--- config.mk ---
export PLATFORM = sky130hd
export DESIGN_NAME = mem_page_guard
export DESIGN_NICKNAME = d
export VERILOG_FILES = /design/src/rtl/mpg_pkg.sv /design/src/rtl/mpg_region_match.sv /design/src/rtl/mpg_addr_decode.sv /design/src/rtl/mpg_perm_bank.sv /design/src/rtl/mpg_rule_eval.sv /design/src/rtl/mem_page_guard.sv
export SDC_FILE = /design/constraint.sdc
export NUM_CORES = 1
export LEC_CHECK = 0
export CAP_MARGIN = 20
export CORE_MARGIN = 4
export CORE_UTILIZATION = 34
export CTS_BUF_LIST = sky130_fd_sc_hd__clkbuf_16
export CTS_CLUSTER_DIAMETER = 200
export CTS_CLUSTER_SIZE = 20
export DETAILED_ROUTE_END_ITERATION = 8
export GPL_ROUTABILITY_DRIVEN = 0
export GPL_TIMING_DRIVEN = 1
export PLACE_DENSITY_LB_ADDON = 0.12
export RECOVER_POWER = 100
export REMOVE_ABC_BUFFERS = 1
export SETUP_SLACK_MARGIN = 0.15
export SLEW_MARGIN = 25
export SYNTH_ARGS = -nofsm -noshare
export SYNTH_HDL_FRONTEND = slang
export SYNTH_SLANG_ARGS = --single-unit
--- constraint.sdc ---
create_clock -name clk -period 2.1 [get_ports clk]
set_clock_uncertainty 0.15 [all_clocks]
set_input_delay 0.21 -clock clk [delete_from_list [all_inputs] [get_ports clk]]
set_output_delay 0.21 -clock clk [all_outputs]
set_load 0.01 [all_outputs]
--- src/rtl/mpg_pkg.sv ---
package mpg_pkg;

   localparam int unsigned NUM_BANKS = 3;
   localparam int unsigned PERM_W    = 8;

   typedef enum logic [1:0] {
      KIND_READ  = 2'd0,
      KIND_WRITE = 2'd1,
      KIND_EXEC  = 2'd2,
      KIND_BAD   = 2'd3
   } acc_kind_e;

   typedef enum logic [1:0] {
      BANK_PROG = 2'd0,
      BANK_DATA = 2'd1,
      BANK_L2   = 2'd2,
      BANK_NONE = 2'd3
   } bank_e;

   // Page permission code, bit 7 down to bit 0
   typedef struct packed {
      logic far_ok;   // admit global requests
      logic near_ok;  // admit direct core requests
      logic sx;
      logic sw;
      logic sr;
      logic ux;
      logic uw;
      logic ur;
   } perm_t;

endpackage

--- src/rtl/mpg_region_match.sv ---
module mpg_region_match #(
   parameter int unsigned OFF_W      = 24,
   parameter int unsigned BASE       = 32'h0080_0000,
   parameter int unsigned PAGES      = 32,
   parameter int unsigned PAGE_BYTES = 16384,
   parameter int unsigned PG_W       = 5
) (
   input  logic [OFF_W-1:0] off,
   output logic             hit,
   output logic [PG_W-1:0]  page
);
   localparam int unsigned PAGE_LG = $clog2(PAGE_BYTES);
   localparam int unsigned IDX_LG  = $clog2(PAGES);
   localparam int unsigned SPAN_LG = PAGE_LG + IDX_LG;
   localparam logic [OFF_W-1:0] BASE_V = OFF_W'(BASE);

   if ((32'd1 << PAGE_LG) != PAGE_BYTES) begin : g_bad_page
      $error("page size must be a power of two");
   end
   if ((32'd1 << IDX_LG) != PAGES) begin : g_bad_count
      $error("page count must be a power of two");
   end
   if (SPAN_LG >= OFF_W) begin : g_bad_span
      $error("region larger than the core window");
   end
   if (BASE_V[SPAN_LG-1:0] != '0) begin : g_bad_align
      $error("region base not aligned to its size");
   end

   logic [IDX_LG-1:0]  idx;
   logic [PAGE_LG-1:0] unused_lo;

   assign unused_lo = off[PAGE_LG-1:0];
   assign idx       = off[SPAN_LG-1:PAGE_LG];
   assign hit       = (off[OFF_W-1:SPAN_LG] == BASE_V[OFF_W-1:SPAN_LG]);
   assign page      = PG_W'(idx);
endmodule

--- src/rtl/mpg_addr_decode.sv ---
module mpg_addr_decode
   import mpg_pkg::*;
#(
   parameter int unsigned ADDR_W      = 32,
   parameter int unsigned ALIAS_W     = 8,
   parameter logic [ALIAS_W-1:0] CORE_PREFIX = 8'h10,
   parameter int unsigned PG_W        = 5,
   parameter int unsigned PROG_BASE   = 32'h00E0_0000,
   parameter int unsigned PROG_PAGES  = 16,
   parameter int unsigned PROG_PAGE_B = 2048,
   parameter int unsigned DATA_BASE   = 32'h00F0_0000,
   parameter int unsigned DATA_PAGES  = 16,
   parameter int unsigned DATA_PAGE_B = 2048,
   parameter int unsigned L2_BASE     = 32'h0080_0000,
   parameter int unsigned L2_PAGES    = 32,
   parameter int unsigned L2_PAGE_B   = 16384
) (
   input  logic [ADDR_W-1:0] addr,
   input  logic              is_global,
   output logic              hit,
   output bank_e             bank,
   output logic [PG_W-1:0]   page
);
   localparam int unsigned OFF_W = ADDR_W - ALIAS_W;
   localparam int unsigned BASE_A  [NUM_BANKS] = '{PROG_BASE, DATA_BASE, L2_BASE};
   localparam int unsigned PAGES_A [NUM_BANKS] = '{PROG_PAGES, DATA_PAGES, L2_PAGES};
   localparam int unsigned BYTES_A [NUM_BANKS] = '{PROG_PAGE_B, DATA_PAGE_B, L2_PAGE_B};

   if (CORE_PREFIX == '0) begin : g_bad_prefix
      $error("core prefix must differ from the alias prefix");
   end

   logic [ALIAS_W-1:0] top_bits;
   logic [OFF_W-1:0]   off;
   logic               is_alias;
   logic               core_ok;
   logic [NUM_BANKS-1:0] rhit;
   logic [PG_W-1:0]      rpage [NUM_BANKS];

   assign top_bits = addr[ADDR_W-1 -: ALIAS_W];
   assign off      = addr[OFF_W-1:0];
   assign is_alias = (top_bits == '0);
   // folding: a zero prefix stands for the own prefix, but only for direct requests
   assign core_ok  = is_alias ? !is_global : (top_bits == CORE_PREFIX);

   for (genvar g = 0; g < NUM_BANKS; g++) begin : g_rgn
      mpg_region_match #(
         .OFF_W     (OFF_W),
         .BASE      (BASE_A[g]),
         .PAGES     (PAGES_A[g]),
         .PAGE_BYTES(BYTES_A[g]),
         .PG_W      (PG_W)
      ) u_match (
         .off (off),
         .hit (rhit[g]),
         .page(rpage[g])
      );
   end

   always_comb begin
      hit  = 1'b0;
      bank = BANK_NONE;
      page = '0;
      for (int i = NUM_BANKS - 1; i >= 0; i--) begin
         if (rhit[i]) begin
            hit  = core_ok;
            bank = bank_e'(i);
            page = rpage[i];
         end
      end
   end
endmodule

--- src/rtl/mpg_perm_bank.sv ---
module mpg_perm_bank
   import mpg_pkg::*;
#(
   parameter int unsigned PAGES = 16,
   parameter int unsigned PG_W  = 5,
   parameter bank_e       BANK  = BANK_PROG
) (
   input  logic            clk,
   input  logic            rst_n,
   input  logic            cfg_we,
   input  logic [1:0]      cfg_bank,
   input  logic [PG_W-1:0] cfg_page,
   input  perm_t           cfg_code,
   input  logic [PG_W-1:0] rd_page,
   output perm_t           rd_code
);
   localparam int unsigned IDX_LG = $clog2(PAGES);

   if (IDX_LG > PG_W) begin : g_bad_width
      $error("page field too narrow for this region");
   end

   perm_t regs [PAGES];
   logic  bank_hit;

   assign bank_hit = cfg_we && (cfg_bank == BANK);

   for (genvar p = 0; p < PAGES; p++) begin : g_page
      always_ff @(posedge clk or negedge rst_n) begin
         if (!rst_n) begin
            regs[p] <= '0;
         end else if (bank_hit && (cfg_page == PG_W'(p))) begin
            regs[p] <= cfg_code;
         end
      end
   end

   logic in_rng;
   assign in_rng  = (32'(rd_page) < PAGES);
   assign rd_code = in_rng ? regs[rd_page[IDX_LG-1:0]] : '0;
endmodule

--- src/rtl/mpg_rule_eval.sv ---
module mpg_rule_eval
   import mpg_pkg::*;
(
   input  perm_t      code,
   input  logic [1:0] kind,
   input  logic       super_mode,
   input  logic       is_global,
   output logic       allow
);
   logic gate_ok;
   logic right_ok;

   assign gate_ok = is_global ? code.far_ok : code.near_ok;

   always_comb begin
      unique case (acc_kind_e'(kind))
         KIND_READ:  right_ok = super_mode ? code.sr : code.ur;
         KIND_WRITE: right_ok = super_mode ? code.sw : code.uw;
         KIND_EXEC:  right_ok = super_mode ? code.sx : code.ux;
         default:    right_ok = 1'b0;
      endcase
   end

   assign allow = gate_ok & right_ok;
endmodule

--- src/rtl/mem_page_guard.sv ---
module mem_page_guard
   import mpg_pkg::*;
#(
   parameter int unsigned ADDR_W      = 32,
   parameter logic [7:0]  CORE_PREFIX = 8'h10,
   parameter int unsigned PROG_BASE   = 32'h00E0_0000,
   parameter int unsigned PROG_PAGES  = 16,
   parameter int unsigned PROG_PAGE_B = 2048,
   parameter int unsigned DATA_BASE   = 32'h00F0_0000,
   parameter int unsigned DATA_PAGES  = 16,
   parameter int unsigned DATA_PAGE_B = 2048,
   parameter int unsigned L2_BASE     = 32'h0080_0000,
   parameter int unsigned L2_PAGES    = 32,
   parameter int unsigned L2_PAGE_B   = 16384,
   localparam int unsigned MAX_PAGES  =
      (L2_PAGES > PROG_PAGES ? (L2_PAGES > DATA_PAGES ? L2_PAGES : DATA_PAGES)
                             : (PROG_PAGES > DATA_PAGES ? PROG_PAGES : DATA_PAGES)),
   localparam int unsigned PG_W = (MAX_PAGES < 2) ? 1 : $clog2(MAX_PAGES)
) (
   input  logic              clk,
   input  logic              rst_n,
   input  logic              cfg_we,
   input  logic [1:0]        cfg_bank,
   input  logic [PG_W-1:0]   cfg_page,
   input  logic [PERM_W-1:0] cfg_code,
   input  logic              req_valid,
   input  logic [ADDR_W-1:0] req_addr,
   input  logic [1:0]        req_kind,
   input  logic              req_super,
   input  logic              req_global,
   output logic              resp_valid,
   output logic              resp_allow
);
   localparam int unsigned PAGES_A [NUM_BANKS] = '{PROG_PAGES, DATA_PAGES, L2_PAGES};

   if (ADDR_W <= 8) begin : g_bad_addr
      $error("address must be wider than the prefix byte");
   end

   logic            hit;
   bank_e           bank;
   logic [PG_W-1:0] page;
   perm_t           rd_code [NUM_BANKS];
   perm_t           sel_code;
   logic            rule_ok;
   logic            allow_n;

   mpg_addr_decode #(
      .ADDR_W     (ADDR_W),
      .ALIAS_W    (8),
      .CORE_PREFIX(CORE_PREFIX),
      .PG_W       (PG_W),
      .PROG_BASE  (PROG_BASE),
      .PROG_PAGES (PROG_PAGES),
      .PROG_PAGE_B(PROG_PAGE_B),
      .DATA_BASE  (DATA_BASE),
      .DATA_PAGES (DATA_PAGES),
      .DATA_PAGE_B(DATA_PAGE_B),
      .L2_BASE    (L2_BASE),
      .L2_PAGES   (L2_PAGES),
      .L2_PAGE_B  (L2_PAGE_B)
   ) u_dec (
      .addr     (req_addr),
      .is_global(req_global),
      .hit      (hit),
      .bank     (bank),
      .page     (page)
   );

   for (genvar b = 0; b < NUM_BANKS; b++) begin : g_bank
      mpg_perm_bank #(
         .PAGES(PAGES_A[b]),
         .PG_W (PG_W),
         .BANK (bank_e'(b))
      ) u_bank (
         .clk     (clk),
         .rst_n   (rst_n),
         .cfg_we  (cfg_we),
         .cfg_bank(cfg_bank),
         .cfg_page(cfg_page),
         .cfg_code(perm_t'(cfg_code)),
         .rd_page (page),
         .rd_code (rd_code[b])
      );
   end

   always_comb begin
      unique case (bank)
         BANK_PROG: sel_code = rd_code[0];
         BANK_DATA: sel_code = rd_code[1];
         BANK_L2:   sel_code = rd_code[2];
         default:   sel_code = '0;
      endcase
   end

   mpg_rule_eval u_rule (
      .code      (sel_code),
      .kind      (req_kind),
      .super_mode(req_super),
      .is_global (req_global),
      .allow     (rule_ok)
   );

   assign allow_n = req_valid & hit & rule_ok;

   always_ff @(posedge clk or negedge rst_n) begin
      if (!rst_n) begin
         resp_valid <= 1'b0;
         resp_allow <= 1'b0;
      end else begin
         resp_valid <= req_valid;
         resp_allow <= allow_n;
      end
   end
endmodule

==> flow_metrics.tcl <==
set metrics [dict create \
    irDropWorstVdd_uv 640 \
    drv.max_cap_violation_count 0 \
    hold_violations 0 \
    placement.setup.worst_slack_ns -2.13 \
    grt.total_usage 0.228 \
    setup.worst_path.start_class "input port" \
    run_status "finished, violations left" \
    crit_path_max_fanout 12 \
    ys_dominant_reg_cell "dfrtp_1" \
    ant_nets 0 \
    async_reset_ff_frac 1.00 \
    fp-row-count 98 \
    antenna_found_initial 2 \
    totalWireLength_um 88900 \
    powerDensity_mw_per_mm2 638 \
    remaining_drc_errors 0 \
    final.min_clock_period_ns 2.84 \
    die_x_um 276 \
    syn_to_final_growth_pct 22.7 \
    yosys_warnings 0 \
    synth-edff-count 0 \
    ff2ff_setup_slack_ns -0.28 \
    root_buffer "clkbuf_16" \
    critPathMostFrequentCell "buf_4" \
    worst_slew_pin_slew_ns 1.03 \
    synth_largest_area_cell "dfrtp_1" \
    vias_per_cell 5.44 \
    cts_buffers 29 \
    clock_tree.htree_level_count 1 \
    synth.ff_latch_count 514 \
    synthMuxAreaShare 0.252 \
    yosys-top-cells-area "dfrtp_1, mux2_2, nand2_1" \
    n_antenna_cell 0 \
    hold_path.class "input port to flop" \
    timing.critical_path.slowest_stage_cell "or4b_4" \
    post_synth_most_frequent_cells "dfrtp_1, mux2_2, nand2_1" \
    post_synth_xor_area_fraction 0 \
    via_count 18621 \
    cts-root-to-sink-buffers 3 \
    mappedNetlistArea_mm2 0.0245 \
    rsz0062_at_grt "true" \
    firstDrtPassIters 6 \
    die-height_um 276 \
    fin_crit_sh 1.35 \
    count_of_endpoints_failing_setup_in_the_final_report 90 \
    post-dp-hpwl_um 61900 \
    synthDominantCellAreaShare 0.525 \
    drt-initial-drc-count 1493 \
    num_io_pins 57 \
    drt-wirelength-per-cell_um 26.0 \
    final_standard_cell_count_with_taps_included_and_fillers_excluded 3423 \
    dpl-instance-area_mm2 0.0288 \
    core_area_mm2 0.0715 \
    placement.io_buffers 45 \
    largest_family_of_logic_cells_by_synthesized_area "multiplexers" \
    clkLatencyLatePin_ns 0.62 \
    grt_pass1_vias 19169 \
    power.leakage_uw 0.0139 \
    grt_total_ovfl 0 \
    final.setup.tns_ns -3.50 \
    yosysMostFrequentCell "dfrtp_1" \
    tritoncts_num_sinks 514 \
    cell_breakdown_of_the_critical_path "buf_8 -> or4b_4 -> or3_4 -> nand2_8 -> buf_12 -> buf_4 -> a21oi_1 -> o21ai_0 -> buf_4 -> nand4_1 -> a221oi_1 -> a211o_1 -> a2111oi_2" \
    timing.final.max_slew_violations 0 \
    setup_slack_ns -0.743 \
    share_of_synthesized_cell_area_in_and_or_nand_and_nor_gates 0.128 \
    cts_tree "yes" \
    synth-compound-area-share 0.0632 \
    path_class "input port to flop" \
    required_ns 2.45 \
    max_stage_delay_ns 0.58 \
    violations_in_the_final_reports "negative setup slack" \
    clock.fmax_mhz 352 \
    place_inst 3357 \
    first_pass_grt_wire_length_um 133000 \
    slew-limit-headroom 0.310 \
    avgSynthCellArea_um2 11.3 \
    worst_hold_slack_ns 0.0399 \
    arrival_ns 3.19 \
    finish.instance_area_mm2 0.0300 \
    grt_start_max_net_pins 68 \
    gate_count_of_the_mapped_netlist 2171 \
    design.die.area_mm2 0.0764 \
    floorplan.initialDensity 0.342 \
    total_nets_final 2529 \
    ys_types 61 \
    adder_cell_fraction_of_synth_area 0 \
    critical_path.endpoint_type "flop" \
    fraction_of_layout_cells_with_a_size_suffix_above_1 0.403 \
    n_fill_cell 6844 \
    clkSlewWorstSetupHoldPaths_ns 0.10 \
    portion_of_the_post_synthesis_area_used_by_sequential_elements 0.525 \
]
==> worst paths after layout <==
path / startpoint / end / cells past startpoint
max: req_addr[22] / resp_allow / 13
max reg2reg: g_bank[2].u_bank.regs[121] / resp_allow / 8
max in group asynchronous: rst_n / g_bank[2].u_bank.regs[62] / 3
min reg2reg: g_bank[0].u_bank.regs[15] / g_bank[0].u_bank.regs[15] / 1
min: cfg_code[3] / g_bank[2].u_bank.regs[91] / 2
min in group asynchronous: rst_n / g_bank[0].u_bank.regs[114] / 3
==> critical path: cells and delay by family <==
| family | cells | cell delay [ns] |
|---|---|---|
| buf+inv | 4 | 0.69 |
| simple gates | 4 | 1.22 |
| compound gates | 5 | 1.06 |
==> cells in the final DEF, fill, tap and decap left out, drive strengths merged, types with 8 or more instances in the layout <==
cell / netlist / layout
nor3: 17 / 17
nand4: 19 / 19
a32oi: 12 / 12
a311oi: 15 / 15
buf: 65 / 331
nand2: 422 / 422
mux2: 513 / 513
clkdlybuf4s50: 0 / 20
a21o: 10 / 10
mux2i: 39 / 39
a2111oi: 8 / 8
o21ai: 18 / 18
nand3: 119 / 119
clkbuf: 94 / 93
a211oi: 23 / 23
dfrtp: 514 / 514
nor2: 65 / 65
and3: 26 / 26
a31oi: 41 / 41
a21oi: 70 / 70
==> area by class of cell <==
type,instances,area (um2),area share
Clock buffer,29,726,0.0242
Timing Repair Buffer,431,3920,0.131
Inverter,3,11.3,0.000375
Clock inverter,1,8.76,0.000292
Tap cell,950,1190,0.0396
Multi-Input combinational cell,1495,11300,0.377
Sequential cell,514,12900,0.428
==> layer usage <==
layer  track usage  up-vias  routed length [um]
li1              -     8292                   -
met1         0.329     9799               41500
met2         0.369      401               41400
met3        0.0249      129                3340
met4        0.0595        0                2580
met5             0        -                   0
==> stage by stage <==
| stage | utilization | total power (uW) |
|---|---|---|
| 3_5_place_dp | 0.403 | 13500 |
| 4_1_cts | 0.424 | 19500 |
| 2_1_floorplan | - | 12300 |
| 3_3_place_gp | 0.403 | 13500 |
| 5_1_grt | 0.420 | 20100 |
| 6_report | 0.420 | 19200 |
==> power breakdown <==
| part | switching, uW | internal (uW) | leakage, uW |
|---|---|---|---|
| clock | 3340 | 2460 | 0.000361 |
| combinational | 1180 | 1080 | 0.00654 |
| sequential | 421 | 10700 | 0.00699 |
| total | 4950 | 14200 | 0.0139 |
==> flip-flops by register name, summed over array words and instances (netlist names) <==
signal / count
resp_allow: 1
g_bank.u_bank.regs: 512
resp_valid: 1
==> cells by family (layout without fill, tap and decap cells) <==
family	count (synthesis)	in the layout
and+or+nand+nor	711	711
DFF	514	514
AOI/OAI and AO/OA	232	232
muxes	552	552
buffers and inverters	162	464
==> what timing repair did <==
item / in CTS / in global routing
buffers inserted: 29 / 2
hold buffers: 3 / 0
gates resized for setup: 118 / 25
endpoints found under the hold margin: 515 / 0
pin swaps: 29 / 12
setup endpoints to repair: 16 / 89
gates cloned: 2 / 0
Note: power is estimated with default switching activity, not from simulation.
